### src/rtl/irq_agg_pkg.sv
package irq_agg_pkg;
    localparam int SRC_COUNT_DEF = 6;
    localparam int RST_SRC_DEF   = 5;

    typedef enum logic [1:0] {
        LINE_IDLE   = 2'd0,
        LINE_ACTIVE = 2'd1,
        LINE_BREAK  = 2'd2
    } line_state_e;
endpackage

### src/rtl/irq_agg_pend_bank.sv
module irq_agg_pend_bank #(
    parameter int N_SRC   = 6,
    parameter int RST_SRC = 5
) (
    input  logic             clk,
    input  logic             rst_n,
    input  logic [N_SRC-1:0] evt_i,
    input  logic             clr_wr_i,
    input  logic [N_SRC-1:0] clr_data_i,
    output logic [N_SRC-1:0] pend_o,
    output logic [N_SRC-1:0] pend_next_o
);
    logic [N_SRC-1:0] clr_hit;
    assign clr_hit = clr_wr_i ? clr_data_i : '0;

    for (genvar k = 0; k < N_SRC; k++) begin : g_flag
        localparam logic RST_VAL = (k == RST_SRC);
        logic flag_q;
        logic flag_d;

        // Set has priority over clear
        assign flag_d = evt_i[k] | (flag_q & ~clr_hit[k]);

        always_ff @(posedge clk or negedge rst_n) begin
            if (!rst_n) flag_q <= RST_VAL;
            else        flag_q <= flag_d;
        end

        assign pend_o[k]      = flag_q;
        assign pend_next_o[k] = flag_d;

        a_r2_set_sticks: assert property (@(posedge clk) disable iff (!rst_n)
            evt_i[k] |=> flag_q);
        a_r3_hold_unless_cleared: assert property (@(posedge clk) disable iff (!rst_n)
            (flag_q && !(clr_wr_i && clr_data_i[k])) |=> flag_q);
        a_r3_clear_drops: assert property (@(posedge clk) disable iff (!rst_n)
            (clr_wr_i && clr_data_i[k] && !evt_i[k]) |=> !flag_q);
    end
endmodule

### src/rtl/irq_agg_mask_reg.sv
module irq_agg_mask_reg #(
    parameter int N_SRC = 6
) (
    input  logic             clk,
    input  logic             rst_n,
    input  logic             mask_wr_i,
    input  logic [N_SRC-1:0] mask_data_i,
    output logic [N_SRC-1:0] mask_o,
    output logic [N_SRC-1:0] mask_next_o
);
    logic [N_SRC-1:0] mask_q;

    assign mask_next_o = mask_wr_i ? mask_data_i : mask_q;

    always_ff @(posedge clk or negedge rst_n) begin
        if (!rst_n) mask_q <= '0;
        else        mask_q <= mask_next_o;
    end

    assign mask_o = mask_q;

    a_r5_mask_load: assert property (@(posedge clk) disable iff (!rst_n)
        mask_wr_i |=> (mask_q == $past(mask_data_i)));
endmodule

### src/rtl/irq_agg_line_fsm.sv
module irq_agg_line_fsm
    import irq_agg_pkg::*;
(
    input  logic clk,
    input  logic rst_n,
    input  logic clr_wr_i,
    input  logic any_next_i,
    output logic irq_o
);
    line_state_e state_q;
    line_state_e state_d;

    // Next-state selection: to_break, to_active, to_idle
    always_comb begin
        state_d = state_q;
        unique case (state_q)
            LINE_IDLE, LINE_ACTIVE, LINE_BREAK: begin
                if (clr_wr_i)        state_d = LINE_BREAK;
                else if (any_next_i) state_d = LINE_ACTIVE;
                else                 state_d = LINE_IDLE;
            end
            default: state_d = LINE_IDLE;
        endcase
    end

    // State register
    always_ff @(posedge clk or negedge rst_n) begin
        if (!rst_n) state_q <= LINE_IDLE;
        else        state_q <= state_d;
    end

    // Output decode
    always_comb begin
        unique case (state_q)
            LINE_ACTIVE: irq_o = 1'b1;
            LINE_IDLE:   irq_o = 1'b0;
            LINE_BREAK:  irq_o = 1'b0;
            default:     irq_o = 1'b0;
        endcase
    end

    a_r8_low_after_strobe: assert property (@(posedge clk) disable iff (!rst_n)
        clr_wr_i |=> !irq_o);
    a_r9_break_exits: assert property (@(posedge clk) disable iff (!rst_n)
        (state_q == LINE_BREAK && !clr_wr_i) |=> (state_q != LINE_BREAK));
endmodule

### src/rtl/irq_agg.sv
module irq_agg
    import irq_agg_pkg::*;
#(
    parameter int N_SRC   = SRC_COUNT_DEF,
    parameter int RST_SRC = RST_SRC_DEF
) (
    input  logic             clk,
    input  logic             rst_n,
    input  logic [N_SRC-1:0] evt_i,
    input  logic             clr_wr_i,
    input  logic [N_SRC-1:0] clr_data_i,
    input  logic             mask_wr_i,
    input  logic [N_SRC-1:0] mask_data_i,
    output logic [N_SRC-1:0] pend_o,
    output logic [N_SRC-1:0] mask_o,
    output logic             irq_o
);
    logic [N_SRC-1:0] pend_next;
    logic [N_SRC-1:0] mask_next;
    logic             any_next;

    irq_agg_pend_bank #(.N_SRC(N_SRC), .RST_SRC(RST_SRC)) u_pend (
        .clk         (clk),
        .rst_n       (rst_n),
        .evt_i       (evt_i),
        .clr_wr_i    (clr_wr_i),
        .clr_data_i  (clr_data_i),
        .pend_o      (pend_o),
        .pend_next_o (pend_next)
    );

    irq_agg_mask_reg #(.N_SRC(N_SRC)) u_mask (
        .clk         (clk),
        .rst_n       (rst_n),
        .mask_wr_i   (mask_wr_i),
        .mask_data_i (mask_data_i),
        .mask_o      (mask_o),
        .mask_next_o (mask_next)
    );

    assign any_next = |(pend_next & mask_next);

    irq_agg_line_fsm u_line (
        .clk        (clk),
        .rst_n      (rst_n),
        .clr_wr_i   (clr_wr_i),
        .any_next_i (any_next),
        .irq_o      (irq_o)
    );

    a_r7_no_masked_irq: assert property (@(posedge clk) disable iff (!rst_n)
        irq_o |-> (|(pend_o & mask_o)));
    a_r6_line_follows: assert property (@(posedge clk) disable iff (!rst_n)
        !clr_wr_i |=> (irq_o == (|(pend_o & mask_o))));
endmodule

### config.mk
export PLATFORM = sky130hd
export DESIGN_NAME = irq_agg
export DESIGN_NICKNAME = d
export VERILOG_FILES = /design/src/rtl/irq_agg_pkg.sv /design/src/rtl/irq_agg_pend_bank.sv /design/src/rtl/irq_agg_mask_reg.sv /design/src/rtl/irq_agg_line_fsm.sv /design/src/rtl/irq_agg.sv
export SDC_FILE = /design/constraint.sdc
export NUM_CORES = 1
export LEC_CHECK = 0
export BUFFER_PORTS_ARGS = -buffer_cell sky130_fd_sc_hd__clkbuf_2
export CAP_MARGIN = 20
export CORE_MARGIN = 3
export CORE_UTILIZATION = 41
export DETAILED_ROUTE_END_ITERATION = 10
export GPL_TIMING_DRIVEN = 0
export HOLD_SLACK_MARGIN = 0.03
export PLACE_DENSITY = 0.75
export SYNTH_ARGS = -nofsm -noshare
export SYNTH_HDL_FRONTEND = slang
export SYNTH_SLANG_ARGS = --single-unit
export TNS_END_PERCENT = 30
### constraint.sdc
create_clock -name clk -period 1.7 [get_ports clk]
set_clock_uncertainty 0.2 [all_clocks]
set_input_delay 0.17 -clock clk [delete_from_list [all_inputs] [get_ports clk]]
set_output_delay 0.17 -clock clk [all_outputs]
set_load 0.005 [all_outputs]
Word level (Yosys, flattened, before mapping)
Cells that the tools add are included.
Word-level totals
  output and inout port bits: 13
  input port bits: 22
  register bits after elaboration: 14
  word-level logic and storage cells: 38
Cells by class
  reductions and logical operators: 3
  muxes and demuxes: 6
  equal/unequal tests: 2
  bitwise logic cells: 19
Operators by type and width (number)
  6-bit 2-to-1 mux: 2
  1-bit bitwise AND: 6
  6-bit bitwise AND: 1
  1-bit NOT: 6
  1-bit bitwise OR: 6
  6-bit OR reduction: 1
  2-bit 2-to-1 mux: 2
  3-bit OR reduction: 1
  2-bit by 1-bit == test with 1-bit output (second input constant): 1
  2-bit == test (second input constant): 1
  2-bit zero test: 1
  1-bit 2-to-1 mux: 2

Depth between registers and ports, before layout
  depth in word-level cells: 9
  mapped depth: 5

By module
Synthesis repeated with hierarchy kept, for this count alone.
Second synthesis, totals
  cells, all modules: 53
  area total of the unflattened synthesis: 670.6 um^2
By module, submodules not included
  irq_agg_pend_bank: area each 309.0 um^2, instances 1, cells each 30
  irq_agg_mask_reg: area each 251.5 um^2, instances 1, cells each 13
  irq_agg_line_fsm: area each 82.6 um^2, instances 1, cells each 6
  irq_agg: area each 27.5 um^2, instances 1, cells each 4

Worst setup path before layout
No wires, ideal clock.
  path type: register to register
  from: register u_mask.mask_q[5], in the netlist u_mask.mask_o[5]
  to: register u_line.state_q[0]
  data required time: 1.371 ns
  arrival time: 0.892 ns
  path buffers: 0
  clock period less this slack: 1.221 ns
  stages on the path, launching flop included: 4
  slack: 0.479 ns
  path through: dfrtp_1 mux2_4 a22oi_2 a31oi_1
Between the ends
  longest elaborated chain between the ends: 6
Ends and longest elaborated chain
  from (decl): RTL line irq_agg_mask_reg.sv:11  | logic [N_SRC-1:0] mask_q;
  from (signal assigned): RTL line irq_agg_mask_reg.sv:17  | else mask_q <= mask_next_o;
  6-bit 2-to-1 mux: RTL line irq_agg_mask_reg.sv:13  | assign mask_next_o = mask_wr_i ? mask_data_i : mask_q;
  net mask_next[5]: RTL line irq_agg.sv:19  | logic [N_SRC-1:0] mask_next;
  6-bit bitwise AND: RTL line irq_agg.sv:41  | assign any_next = |(pend_next & mask_next);
  6-bit OR reduction: RTL line irq_agg.sv:41
  1-bit 2-to-1 mux: RTL line irq_agg_line_fsm.sv:19  | else if (any_next_i) state_d = LINE_ACTIVE;
  2-bit 2-to-1 mux: RTL line irq_agg_line_fsm.sv:18  | if (clr_wr_i) state_d = LINE_BREAK;
  2-bit 2-to-1 mux: RTL line irq_agg_line_fsm.sv:16  | unique case (state_q)
  net u_line.state_d[0]: RTL line irq_agg_line_fsm.sv:11  | line_state_e state_d;
  to (signal assigned): RTL line irq_agg_line_fsm.sv:29  | else state_q <= state_d;
  to (decl): RTL line irq_agg_line_fsm.sv:10  | line_state_e state_q;
The timed path passes the listed nets, and every way through them passes these cells.

Worst setup path after layout
  from: input port mask_data_i[2]
  to: register u_mask.mask_q[2], in the netlist u_mask.mask_o[2]
Between the ends
  longest elaborated chain between the ends: 1
Ends and longest elaborated chain
  from (decl): RTL line irq_agg.sv:13  | input logic [N_SRC-1:0] mask_data_i,
  6-bit 2-to-1 mux: RTL line irq_agg_mask_reg.sv:13
  net mask_next[2]: RTL line irq_agg.sv:19
The timed path passes the listed nets, and every way through them passes these cells.

==> flow_summary_export.csv <==
group,metric,value,unit
worst_setup_path,path_buf_inv,3,
synthesis,synth.distinct_cells,13,
floorplanning,core,0.00137,mm²
worst_setup_path,crit_fanout,2,
sta,finalCritPeriodShare,0.982,
sta,fin_hold_ws,0.0336,ns
place,dp_worst_setup_slack,0.447,ns
sta,maxSlewViolCount,0,
finish,drive_above_1_share,0.495,
synthesis,avgSynthCellArea,13.3,µm²
synthesis,syn-instance-count,47,
sta,fmax,0.599,GHz
sta,worst_slew_pin_slew,0.348,ns
synthesis,syn_nets,69,
worst_setup_path,max_stage_delay,0.56,ns
grt,grt_max_degree,15,
synthesis,synth_warnings,0,
worst_setup_path,reg2regPathDepth,2,
sta,max_slew_margin,0.768,
synthesis,seq_area_frac_synth,0.563,
drt,antenna_left,0,
clocking,cts_buffer_depth,2,
drt,drc,0,
clocking,root_buffer,"clkbuf_4",
floorplanning,io_pins,35,
worst_setup_path,critPathTopFamily,"buffers and inverters",
pwr,p_leak,0.548,nW
clocking,clk_latency,0.28,ns
grt,grt_pass1_vias,584,
floorplanning,rows,13,
drt,first_iter_violations,3,
sta,grt_setup_unrepaired,"no",
worst_hold_path,hp-class,"in2reg",
worst_setup_path,required,1.67,ns
clocking,cts_buffers,3,
drt,wl,1560,µm
clocking,clkSlewWorstSetupHoldPaths,0.09,ns
floorplanning,start_util,0.457,
clocking,htreeDepth,1,
pwr,power,0.000816,W
place,post-dp-hpwl,976,µm
finish,finalNetCount,132,
pwr,peakVddDrop,0.000571,V
run,cap_violations,0,
drt,wl_per_cell,12.6,µm
finish,synthToLayoutAreaGrowth,76.6,%
worst_setup_path,cpMaxStageDelayCell,"dlygate4sd3_1",
synthesis,synth_seq_cells,14,
drt,vias_per_cell,4.66,
grt,antenna_found_initial,0,
place,io_buffer_count,32,
worst_setup_path,cp.depth,4,
sta,setup_viol,0,
worst_setup_path,arrival,1.64,ns
grt,grt_pass1_wl,2460,µm
clocking,cts_setup_buffers,0,
floorplanning,die_x,45.0,µm
synthesis,netlist_area,624,µm²
worst_setup_path,crit_chain,"dlygate4sd3_1, clkbuf_2, mux2_2, dlygate4sd3_1",
floorplanning,dieArea,0.00203,mm²
drt,dr.pass1.iters,4,
sta,period_minus_slack,1.67,ns
worst_hold_path,hold_depth,3,
pwr,p_per_area,740,mW/mm²
worst_setup_path,critPathLaunchType,"input pin",
place,gp_congestion,0.665,
worst_setup_path,crit_type,"in2reg",
sta,hold_violations,0,
grt,grt_use_total,0.172,
drt,vias,578,
floorplanning,die_y,45.0,µm
status,status,"finished clean",
sta,fin_ws,0.0308,ns
finish,n_antenna_cell,0,
sta,timing.setup.tns,0,ns
grt,grt_overflow,0,
worst_setup_path,crit_top_cell,"dlygate4sd3_1",
clocking,tritoncts,"done",
worst_setup_path,critPathCaptureType,"register",
clocking,clock_sinks,14,
-- kinds of logic after synthesis --
kind of cell,count (synthesis),synth area share
compound gates,12,0.166
buf+inv,8,0.0982
flops,14,0.563
mux,6,0.126
simple gates,7,0.0461
-- Yosys cell counts --
library cell	n	area [µm²]
a21boi_0	1	7.51
a21o_1	7	52.6
a22oi_2	3	37.5
a31oi_1	1	6.26
buf_4	6	45.0
buf_6	1	11.3
clkbuf_2	1	5.00
dfrtp_1	13	325
dfstp_2	1	26.3
mux2_2	3	33.8
mux2_4	3	45.0
nand2_1	6	22.5
nor2b_1	1	6.26
-- registers in the layout, summed over array words and instances, names as in the netlist --
name / count
u_pend.g_flag.flag_q: 6
u_mask.mask_o: 6
u_line.state_q: 2
-- tightest hold or removal path: stages --
cell and delay, ns:
clkbuf_2 0.17, a21o_1 0.11, a31oi_1 0.04
-- per-layer routing --
| layer | vias to the layer above | track usage | wire, µm | share of wire |
|---|---|---|---|---|
| li1 | 286 | - | - | - |
| met1 | 274 | 0.210 | 681 | 0.44 |
| met2 | 16 | 0.291 | 792 | 0.51 |
| met3 | 2 | 0.0239 | 74 | 0.047 |
| met4 | 0 | 0.0877 | 9 | 0.0058 |
| met5 | - | 0 | 0 | 0 |
-- cell usage in the layout, fill, tap and decap left out --
cell type	synthesis	routed
mux2_2	3	3
dfstp_2	1	1
buf_4	6	6
nand2_1	6	6
a31oi_1	1	1
a21o_1	7	7
clkbuf_2	1	33
nor2b_1	1	1
dlymetal6s4s_1	0	1
dlygate4sd3_1	0	25
dfrtp_1	13	13
clkbuf_8	0	1
a22oi_2	3	3
a21boi_0	1	1
buf_6	1	1
mux2_4	3	3
clkbuf_4	0	3
-- stage by stage --
| stage | utilization | cell area, µm² | cells |
|---|---|---|---|
| 3_3_place_gp | 0.588 | 803 | 94 |
| 3_5_place_dp | 0.588 | 803 | 94 |
| 6_report | 0.807 | 1100 | 124 |
| 5_1_grt | 0.807 | 1100 | 124 |
| 2_1_floorplan | - | 624 | 47 |
| 4_1_cts | 0.805 | 1100 | 124 |
-- report_power, final --
group,internal (W),leakage [nW],switching (W)
Sequential,0.000362,0.155,0.0000154
Combinational,0.000132,0.372,0.0000678
Clock,0.000130,0.0210,0.000108
-- worst paths after layout --
| path | start | endpoint | slack, ns |
|---|---|---|---|
| max in group asynchronous | rst_n | u_pend.g_flag[5].flag_q$_DFF_PN1_ | 0.86 |
| min reg2reg | u_line.state_q[0]$_DFF_PN0_ | u_line.state_q[1]$_DFF_PN0_ | 0.28 |
| min in group asynchronous | rst_n | u_mask.mask_o[0]$_DFF_PN0_ | 0.14 |
| max reg2reg | u_mask.mask_o[4]$_DFF_PN0_ | u_mask.mask_o[4]$_DFF_PN0_ | 0.15 |
| min | clr_wr_i | u_line.state_q[0]$_DFF_PN0_ | 0.03 |
| max | mask_data_i[2] | u_mask.mask_o[2]$_DFF_PN0_ | 0.03 |
-- cell type report --
type                    instances  area, µm²
plain buffers                   8       61.3
clock buffers                   4       36.3
fillers                        96        264
multi-input cells              25        211
flip-flops and latches         14        352
well taps                      15       18.8
repair buffers                 58        423
-- timing repair --
action	in CTS	in global routing
gates resized for setup	0	1
endpoints found under the hold margin	27	1
hold buffers	26	1
setup endpoints to repair	0	2
(Power assumes the default switching activity.)
